File: src/rtl/unit_pick_pkg.sv
package unit_pick_pkg;

    // Isolate the highest set bit of a 64-bit value.
    function automatic logic [63:0] top_bit64(input logic [63:0] v);
        logic [63:0] r;
        r = '0;
        for (int i = 0; i < 64; i++) begin
            if (v[i]) r = 64'(1) << i;
        end
        return r;
    endfunction

    // Full unit mask for a plain resource or a group.
    function automatic logic [63:0] full_units(input bit grp, input int n,
                                               input logic [63:0] gm);
        if (grp) return gm ^ top_bit64(gm);
        return (64'(1) << n) - 64'(1);
    endfunction

endpackage

File: src/rtl/unit_msb_isolate.sv
module unit_msb_isolate #(
    parameter int WIDTH = 8
) (
    input  logic [WIDTH-1:0] vec_i,
    output logic [WIDTH-1:0] top_o
);
    logic [WIDTH-1:0] above;

    assign above[WIDTH-1] = 1'b0;
    assign top_o[WIDTH-1] = vec_i[WIDTH-1];

    generate
        for (genvar i = WIDTH - 2; i >= 0; i--) begin : g_bit
            assign above[i] = above[i+1] | vec_i[i+1];
            assign top_o[i] = vec_i[i] & ~above[i];
        end
    endgenerate


    always_comb begin
        top_onehot_chk: assert ($onehot0(top_o));
    end
endmodule

File: src/rtl/unit_popcount.sv
module unit_popcount #(
    parameter int WIDTH = 8,
    parameter int CNT_W = $clog2(WIDTH + 1)
) (
    input  logic [WIDTH-1:0] vec_i,
    output logic [CNT_W-1:0] cnt_o
);
    always_comb begin
        cnt_o = '0;
        for (int i = 0; i < WIDTH; i++) begin
            cnt_o = cnt_o + CNT_W'(vec_i[i]);
        end
    end
endmodule

File: src/rtl/unit_pick_sel.sv
module unit_pick_sel #(
    parameter int              WIDTH           = 8,
    parameter bit              IS_GROUP        = 1'b0,
    parameter int              NUM_UNITS       = 4,
    parameter logic [WIDTH-1:0] GROUP_MASK     = 8'hB4,
    parameter bit              DISPATCH_HAZARD = 1'b0,
    parameter int              CNT_W           = $clog2(WIDTH + 1)
) (
    input  logic             clk,
    input  logic             rst_n,
    input  logic             sel_req,
    input  logic             bind_req,
    input  logic [WIDTH-1:0] bind_unit,
    input  logic             rel_req,
    input  logic [WIDTH-1:0] rel_unit,
    input  logic             reserved,
    input  logic [CNT_W-1:0] need_cnt,
    output logic [WIDTH-1:0] sel_unit,
    output logic             ready,
    output logic             err
);
    import unit_pick_pkg::*;

    localparam logic [WIDTH-1:0] FULL =
        WIDTH'(full_units(IS_GROUP, NUM_UNITS, 64'(GROUP_MASK)));

    typedef struct packed {
        logic [WIDTH-1:0] seq;
        logic [WIDTH-1:0] free;
        logic [WIDTH-1:0] dropped;
        logic             err;
    } state_t;

    state_t st_q, st_d;

    logic [WIDTH-1:0] pick;
    logic [CNT_W-1:0] free_cnt;

    function automatic logic is_unit(input logic [WIDTH-1:0] u);
        return (u != '0) && ((u & (u - 1'b1)) == '0) && ((u & ~FULL) == '0);
    endfunction

    unit_msb_isolate #(.WIDTH(WIDTH)) u_pick (
        .vec_i (st_q.seq),
        .top_o (pick)
    );

    unit_popcount #(.WIDTH(WIDTH), .CNT_W(CNT_W)) u_cnt (
        .vec_i (st_q.free),
        .cnt_o (free_cnt)
    );

    assign sel_unit = (sel_req && !bind_req) ? pick : '0;
    assign ready    = (!reserved || DISPATCH_HAZARD) && (free_cnt >= need_cnt);
    assign err      = st_q.err;

    always_comb begin
        logic [WIDTH-1:0] use_u;
        logic [WIDTH-1:0] free_rel;
        logic [WIDTH-1:0] seq_n;
        logic [WIDTH-1:0] refill;
        logic             do_use;
        logic             rel_bad;
        logic             use_bad;

        st_d     = st_q;
        do_use   = bind_req || sel_req;
        use_u    = bind_req ? bind_unit : (sel_req ? pick : '0);
        rel_bad  = rel_req && !(is_unit(rel_unit) && ((st_q.free & rel_unit) == '0));
        free_rel = rel_req ? (st_q.free | rel_unit) : st_q.free;
        use_bad  = do_use && !(is_unit(use_u) && ((free_rel & use_u) != '0));
        refill   = ((FULL & ~st_q.dropped) != '0) ? (FULL & ~st_q.dropped) : FULL;
        seq_n    = st_q.seq;

        if (rel_bad || use_bad) begin
            st_d.err = 1'b1;
        end else begin
            st_d.free = free_rel & ~use_u;
            if (bind_req) begin
                if ((st_q.seq & bind_unit) != '0) seq_n = st_q.seq & ~bind_unit;
                else st_d.dropped = st_q.dropped | bind_unit;
            end else if (sel_req) begin
                seq_n = st_q.seq & ~pick;
            end
            if (seq_n == '0) begin
                seq_n        = refill;
                st_d.dropped = '0;
            end
            st_d.seq = seq_n;
        end
    end

    always_ff @(posedge clk) begin
        if (!rst_n) begin
            st_q.seq     <= FULL;
            st_q.free    <= FULL;
            st_q.dropped <= '0;
            st_q.err     <= 1'b0;
        end else begin
            st_q <= st_d;
        end
    end


    sel_gate_chk: assert property (@(posedge clk) disable iff (!rst_n)
        (sel_unit != '0) |-> (sel_req && !bind_req));


    err_sticky_chk: assert property (@(posedge clk) disable iff (!rst_n)
        err |=> err);


    free_in_full_chk: assert property (@(posedge clk) disable iff (!rst_n)
        (st_q.free & ~FULL) == '0);


    seq_nonzero_chk: assert property (@(posedge clk) disable iff (!rst_n)
        st_q.seq != '0);


    rel_sets_chk: assert property (@(posedge clk) disable iff (!rst_n)
        (rel_req && !bind_req && !sel_req && is_unit(rel_unit) &&
         ((st_q.free & rel_unit) == '0))
        |=> ((st_q.free & $past(rel_unit)) != '0));


    bind_clears_chk: assert property (@(posedge clk) disable iff (!rst_n)
        (bind_req && !rel_req && is_unit(bind_unit) &&
         ((st_q.free & bind_unit) != '0))
        |=> ((st_q.free & $past(bind_unit)) == '0));
endmodule

File: config.mk
export PLATFORM = sky130hd
export DESIGN_NAME = unit_pick_sel
export DESIGN_NICKNAME = d
export VERILOG_FILES = /design/src/rtl/unit_pick_pkg.sv /design/src/rtl/unit_msb_isolate.sv /design/src/rtl/unit_popcount.sv /design/src/rtl/unit_pick_sel.sv
export SDC_FILE = /design/constraint.sdc
export NUM_CORES = 1
export LEC_CHECK = 0
export CORE_MARGIN = 10
export CORE_UTILIZATION = 35
export CTS_CLUSTER_DIAMETER = 60
export CTS_CLUSTER_SIZE = 24
export DETAILED_ROUTE_END_ITERATION = 8
export SLEW_MARGIN = 20
export SYNTH_ARGS = -nofsm -noshare
export SYNTH_HDL_FRONTEND = slang
export SYNTH_SLANG_ARGS = --single-unit
File: constraint.sdc
create_clock -name clk -period 5.4 [get_ports clk]
set_input_delay 1.35 -clock clk [delete_from_list [all_inputs] [get_ports clk]]
set_output_delay 1.35 -clock clk [all_outputs]
set_load 0.02 [all_outputs]
# == Word-level counts from Yosys, hierarchy flattened ==
# Cells that the tools add are included.
# word_totals
n_memories,0
wordCells,92
mem_bits_ro,0
register_bits,25
latchBits,0
ramBits,0
# classes
mul,0
n_mux,13
eq_ne,1
shifts,0
reduce_logical,29
addsub,9
magnitude_cmp,1
bitwise,35
n_div,0
# op_table
operator,n
$mux W8,12
$and A8 B8 Y8,8
$logic_not A8 Y1,6
$reduce_bool A8 Y1,5
$add A4 B1 Y4,6
$not A8 Y8,3
$or A8 B8 Y8,2
$sub A8 B1 Y8 const B,2
$logic_and A1 B1 Y1,10
$not A1 Y1,8
$and A1 B1 Y1,7
$or A1 B1 Y1,6
$ge A4 B4 Y1,1
$logic_not A1 Y1,4
$mux W4,1
$not A4 Y4,1
$reduce_and A3 Y1,1
$add A1 B1 Y2,1
$logic_or A1 B1 Y1,2
$ne A2 B1 Y1 const B,1
$reduce_bool A2 Y1,1

# == Depth between registers and ports, before layout ==
# Gate-level depths: netlist of run 1.
# logic_depth
ltp_word,23
ltp_mapped,13

# == Modules after synthesis ==
# A second synthesis of run 1 with hierarchy kept.
# unflattened
hier_cells,204
area_unflattened_um2,1716.6
# modules_own_cells
module,instances,area_per_inst_um2,seq_area_each_um2,cells_each
unit_pick_sel,1,1442.6,420.4,169
unit_popcount,1,190.2,0.0,24
unit_msb_isolate,1,83.8,0.0,11

# == Least setup slack after synthesis of run 1 ==
# OpenSTA, ideal clock, no wires.
# synth_timing
kind,register -> output
start,reg st_q[9] (netlist name)
end,out ready
setup_slack_ps,811
stages_incl_launch_ff,13
arrival_time_ps,3239
required_ps,4050
cell_sequence,dfxtp_1 > ha_1 > inv_1 > fa_1 > fa_1 > fa_1 > fa_1 > inv_1 > ha_1 > a21o_1 > a21o_1 > a21oi_1 > nor2_1
# synth_via
elab_chain_cells,9
# synth_rtl
item,line_no,text
from (decl),unit_pick_sel.sv:34,"state_t st_q, st_d;"
from (signal assigned),unit_pick_sel.sv:100,st_q <= st_d;
$add A1 B1 Y2,unit_popcount.sv:11,cnt_o = cnt_o + CNT_W'(vec_i[i]);
$add A4 B1 Y4 (6 in series),unit_popcount.sv:11,
$ge A4 B4 Y1,unit_pick_sel.sv:54,assign ready = (!reserved || DISPATCH_HAZARD) && (free_cnt >= need_cnt);
$logic_and A1 B1 Y1,unit_pick_sel.sv:54,
to (decl),unit_pick_sel.sv:19,"output logic ready,"
# Every way passes these cells.

# == Worst setup path after layout of run 1 ==
# Same ends and word-level chain as after synthesis.

==> summary.txt, run 1 <==
Clock network
  • Register clock-pin slew on the reported worst setup and hold paths: approximately 80 ps
  • TritonCTS clock tree: done
  • Setup bufs post-CTS: 0
  • H-tree levels: 1
  • CTS Buffer Depth: 2
  • Clock Tree Root: clkbuf_8
  • Clk sinks: 21
  • Worst skew pair latency: 270 ps
  • Total CTS buffers: 3

Status
  • Status: finished clean

Job
  • Max_cap viols: 0

Power
  • Worst VDD drop: approximately 0.00008 V
  • Pwr Total: between 0.3 and 0.4 mW
  • P per Cell Area: 173.4 mW/mm^2
  • Leakage: between 0.8 and 0.9 nW

Routing
  • Pre-antenna DRT Iters: 4
  • Vias: approximately 1.8k
  • WL per Instance: 16.03 microns
  • Iteration-0 DRC Markers: 110
  • Vias per inst: between 5 and 6
  • DRC Markers: 0
  • ANT nets after route: 0
  • Final wirelength: between 5000 and 6000 microns

Timing
  • Setup ws final: 196.7 ps
  • Slew Limit Fails: 0
  • RSZ-0062 raised after global routing: no
  • Final setup vio count: 0
  • Final period util: 0.9636
  • Final worst path period need: 5203 ps
  • Achievable Freq: just under 0.2 GHz
  • Final Hold Fails: 0
  • Clock Skew: approximately 3.5 ps
  • Final TNS setup: 0 ps
  • Slew of the pin with the lowest slew margin: approximately 550 ps
  • Max transition margin: 0.6306

Synthesis
  • Syn Nets: roughly 260
  • Count leader, synth: nand2_1
  • Yosys reg bits: 21
  • Post-Synthesis Cells: ~220
  • Synthesis Warnings: 0
  • Top cell type's share of synthesized area: 0.2284
  • Top FF cell, synth: dfxtp_1
  • Syn Std Cell Area: roughly 0.0018 sq mm
  • Mean Syn Cell Area: 8.291 sq um
  • Cell taking the most area after synthesis: dfxtp_1
  • Synth cell types: 66
  • Commonest cells post-synth: 26 x nand2_1, 25 x inv_1, 21 x dfxtp_1
  • EDFF count, synth: 0
  • Seq/Total Area, Yosys: 0.2284
  • Dominant cells by area after synthesis: dfxtp_1 23%, nand2_1 5.3%, inv_1 5.1%
  • Async set-reset flop share out of synthesis: 0

Die
  • Die Footprint: around 0.0086 sq mm
  • IO Count: 36
  • Die H: a little over 90 microns
  • Initial core utilization: 0.3604
  • Placeable Area: 0.005107 sq mm
  • FP Rows: 26
  • DIE WIDTH: between 90 and 100 microns

Cells and area
  • Layout Nets: about 290
  • Share of cells above drive strength 1: 0.09881
  • Antenna diode count: 0
  • Cell Count, Final, Fillers Out: 323
  • Area delta synth->final: 21.75%
  • Final core utilization: 0.4388
  • Filler cells: around 520

Global route
  • Grt total ovfl: 0
  • Largest net degree at the start of global routing: 23
  • Vias in the first global route: roughly 1.8k
  • Global-route wire length before repair: about 9000 microns
  • Initial antenna violation count: 0
  • GRT Resource Usage Total: 0.1237

Placement
  • # port buffers: 35
  • Placed insts: ~320
  • Pre-CTS setup slack: about 250 ps
  • Detailed-placement wirelength estimate: 4180 microns
  • Final weighted congestion in routability-driven placement: about 0.85

Worst hold path
  • Hold wc startpoint: err
  • Hold Path Class: reg2reg
  • Hold path cells: 1
  • Hold EP: err

Critical path
  • Crit path kind: reg2out
  • Reg-to-reg endpoint: st_q[19]
  • Crit path capture type: output pin
  • Critical Path Source: st_q[9]
  • Reg2reg setup slack: approximately 2400 ps
  • Worst R2R Start: st_q[24]
  • CP Max Fanout: 4
  • Crit path required time: about 4100 ps
  • Crit path arrival time: about 3900 ps
  • CP Launch Type: flop
  • Path depth of the worst reg2reg path: 8
placed cells by master, fill, tap and decap left out, types with 3 or more instances in the layout:
| master | count |
|---|---|
| clkdlybuf4s50_1 | 34 |
| nand2_1 | 26 |
| inv_1 | 25 |
| dfxtp_1 | 20 |
| nor2_1 | 12 |
| a21oi_1 | 8 |
| nand3_1 | 7 |
| ha_1 | 7 |
| and2_1 | 6 |
| nor3_1 | 6 |
| o21ai_0 | 6 |
| nand2b_1 | 5 |
| nor4_1 | 5 |
| a221oi_1 | 5 |
| a31oi_1 | 5 |
| o211ai_1 | 4 |
| fa_1 | 4 |
| a22o_1 | 3 |
| o31ai_1 | 3 |
| clkbuf_8 | 3 |
| buf_4 | 3 |
routing by layer:
layer	up-vias	wire length [microns]	global-route usage
met4	0	54	0.03342
met3	7	289	0.03390
met5	-	0	0
met1	859	2442	0.1586
met2	44	2391	0.1988
li1	881	-	-
report_power, final:
part           total (mW)  internal (mW)  switching [mW]  leakage, nW
Sequential          0.161          0.157         0.00381        0.170
Clock               0.109         0.0516          0.0569       0.0255
Combinational       0.119         0.0571          0.0616        0.694
worst max-delay path: stages, from the launching register on:
cell	delay, ps
dfxtp_1	340
ha_1	280
inv_1	40
fa_1	490
fa_1	420
fa_1	410
fa_1	490
inv_1	40
ha_1	260
a21o_1	150
a21o_1	160
a21oi_1	130
nor2_1	40
dlygate4sd2_1	310
worst max path at each step:
| stage | to | slack, ps | cells after the start |
|---|---|---|---|
| finish | ready | 200 | 13 |
| global route | ready | 3 | 13 |
| CTS | ready | 180 | 13 |
| detailed placement | ready | 250 | 13 |
| global placement | ready | 290 | 13 |
| floorplan | ready | 810 | 12 |
final cells by class:
class / instances / area [sq um] / area share
Clock buffer: 3 / 41.29 / 0.01843
Clock inverter: 1 / 5.005 / 0.002233
Inverter: 25 / 93.84 / 0.04188
Multi-Input combinational cell: 165 / 1220 / 0.5444
Sequential cell: 21 / 421.7 / 0.1882
Tap cell: 70 / 87.58 / 0.03908
Timing Repair Buffer: 38 / 371.6 / 0.1658
registers in the layout, indices dropped and copies added (netlist names):
| register | count |
|---|---|
| st_q | 20 |
| err | 1 |
repair_timing:
item	in CTS	in global routing
hold buffers	0	0
gates resized for setup	1	1
setup endpoints to repair	1	1
metrics by stage:
stage | hold WS (ps) | instance area [sq um]
3_3_place_gp | 454.7 | 2195
5_1_grt | 507.3 | 2241
4_1_cts | 477.6 | 2240
2_1_floorplan | 464.4 | 1841
6_report | 468.7 | 2241
3_5_place_dp | 456.6 | 2195
logic make-up after synthesis:
logic type               count (synthesis)  share of synthesized area
flip-flops                              21                     0.2284
multiplexers                             2                    0.01224
AND/OR/NAND/NOR                         84                     0.2454
AO/OA/AOI/OAI                           65                     0.2991
buffers and inverters                   36                     0.1088
XOR/XNOR                                 2                   0.009519
adder cells (fa/ha/maj)                 12                    0.09653
(Power assumes the default switching activity.)
==> run 2: changes to the inputs <==
--- a/config.mk
+++ b/config.mk
@@ -10,6 +10,7 @@
 export CTS_CLUSTER_DIAMETER = 60
 export CTS_CLUSTER_SIZE = 24
 export DETAILED_ROUTE_END_ITERATION = 8
+export GPL_ROUTABILITY_DRIVEN = 1
 export SLEW_MARGIN = 20
 export SYNTH_ARGS = -nofsm -noshare
 export SYNTH_HDL_FRONTEND = slang
==> results of run 2 <==
The final DEF is identical to that of run 1; final timing and power are the same.
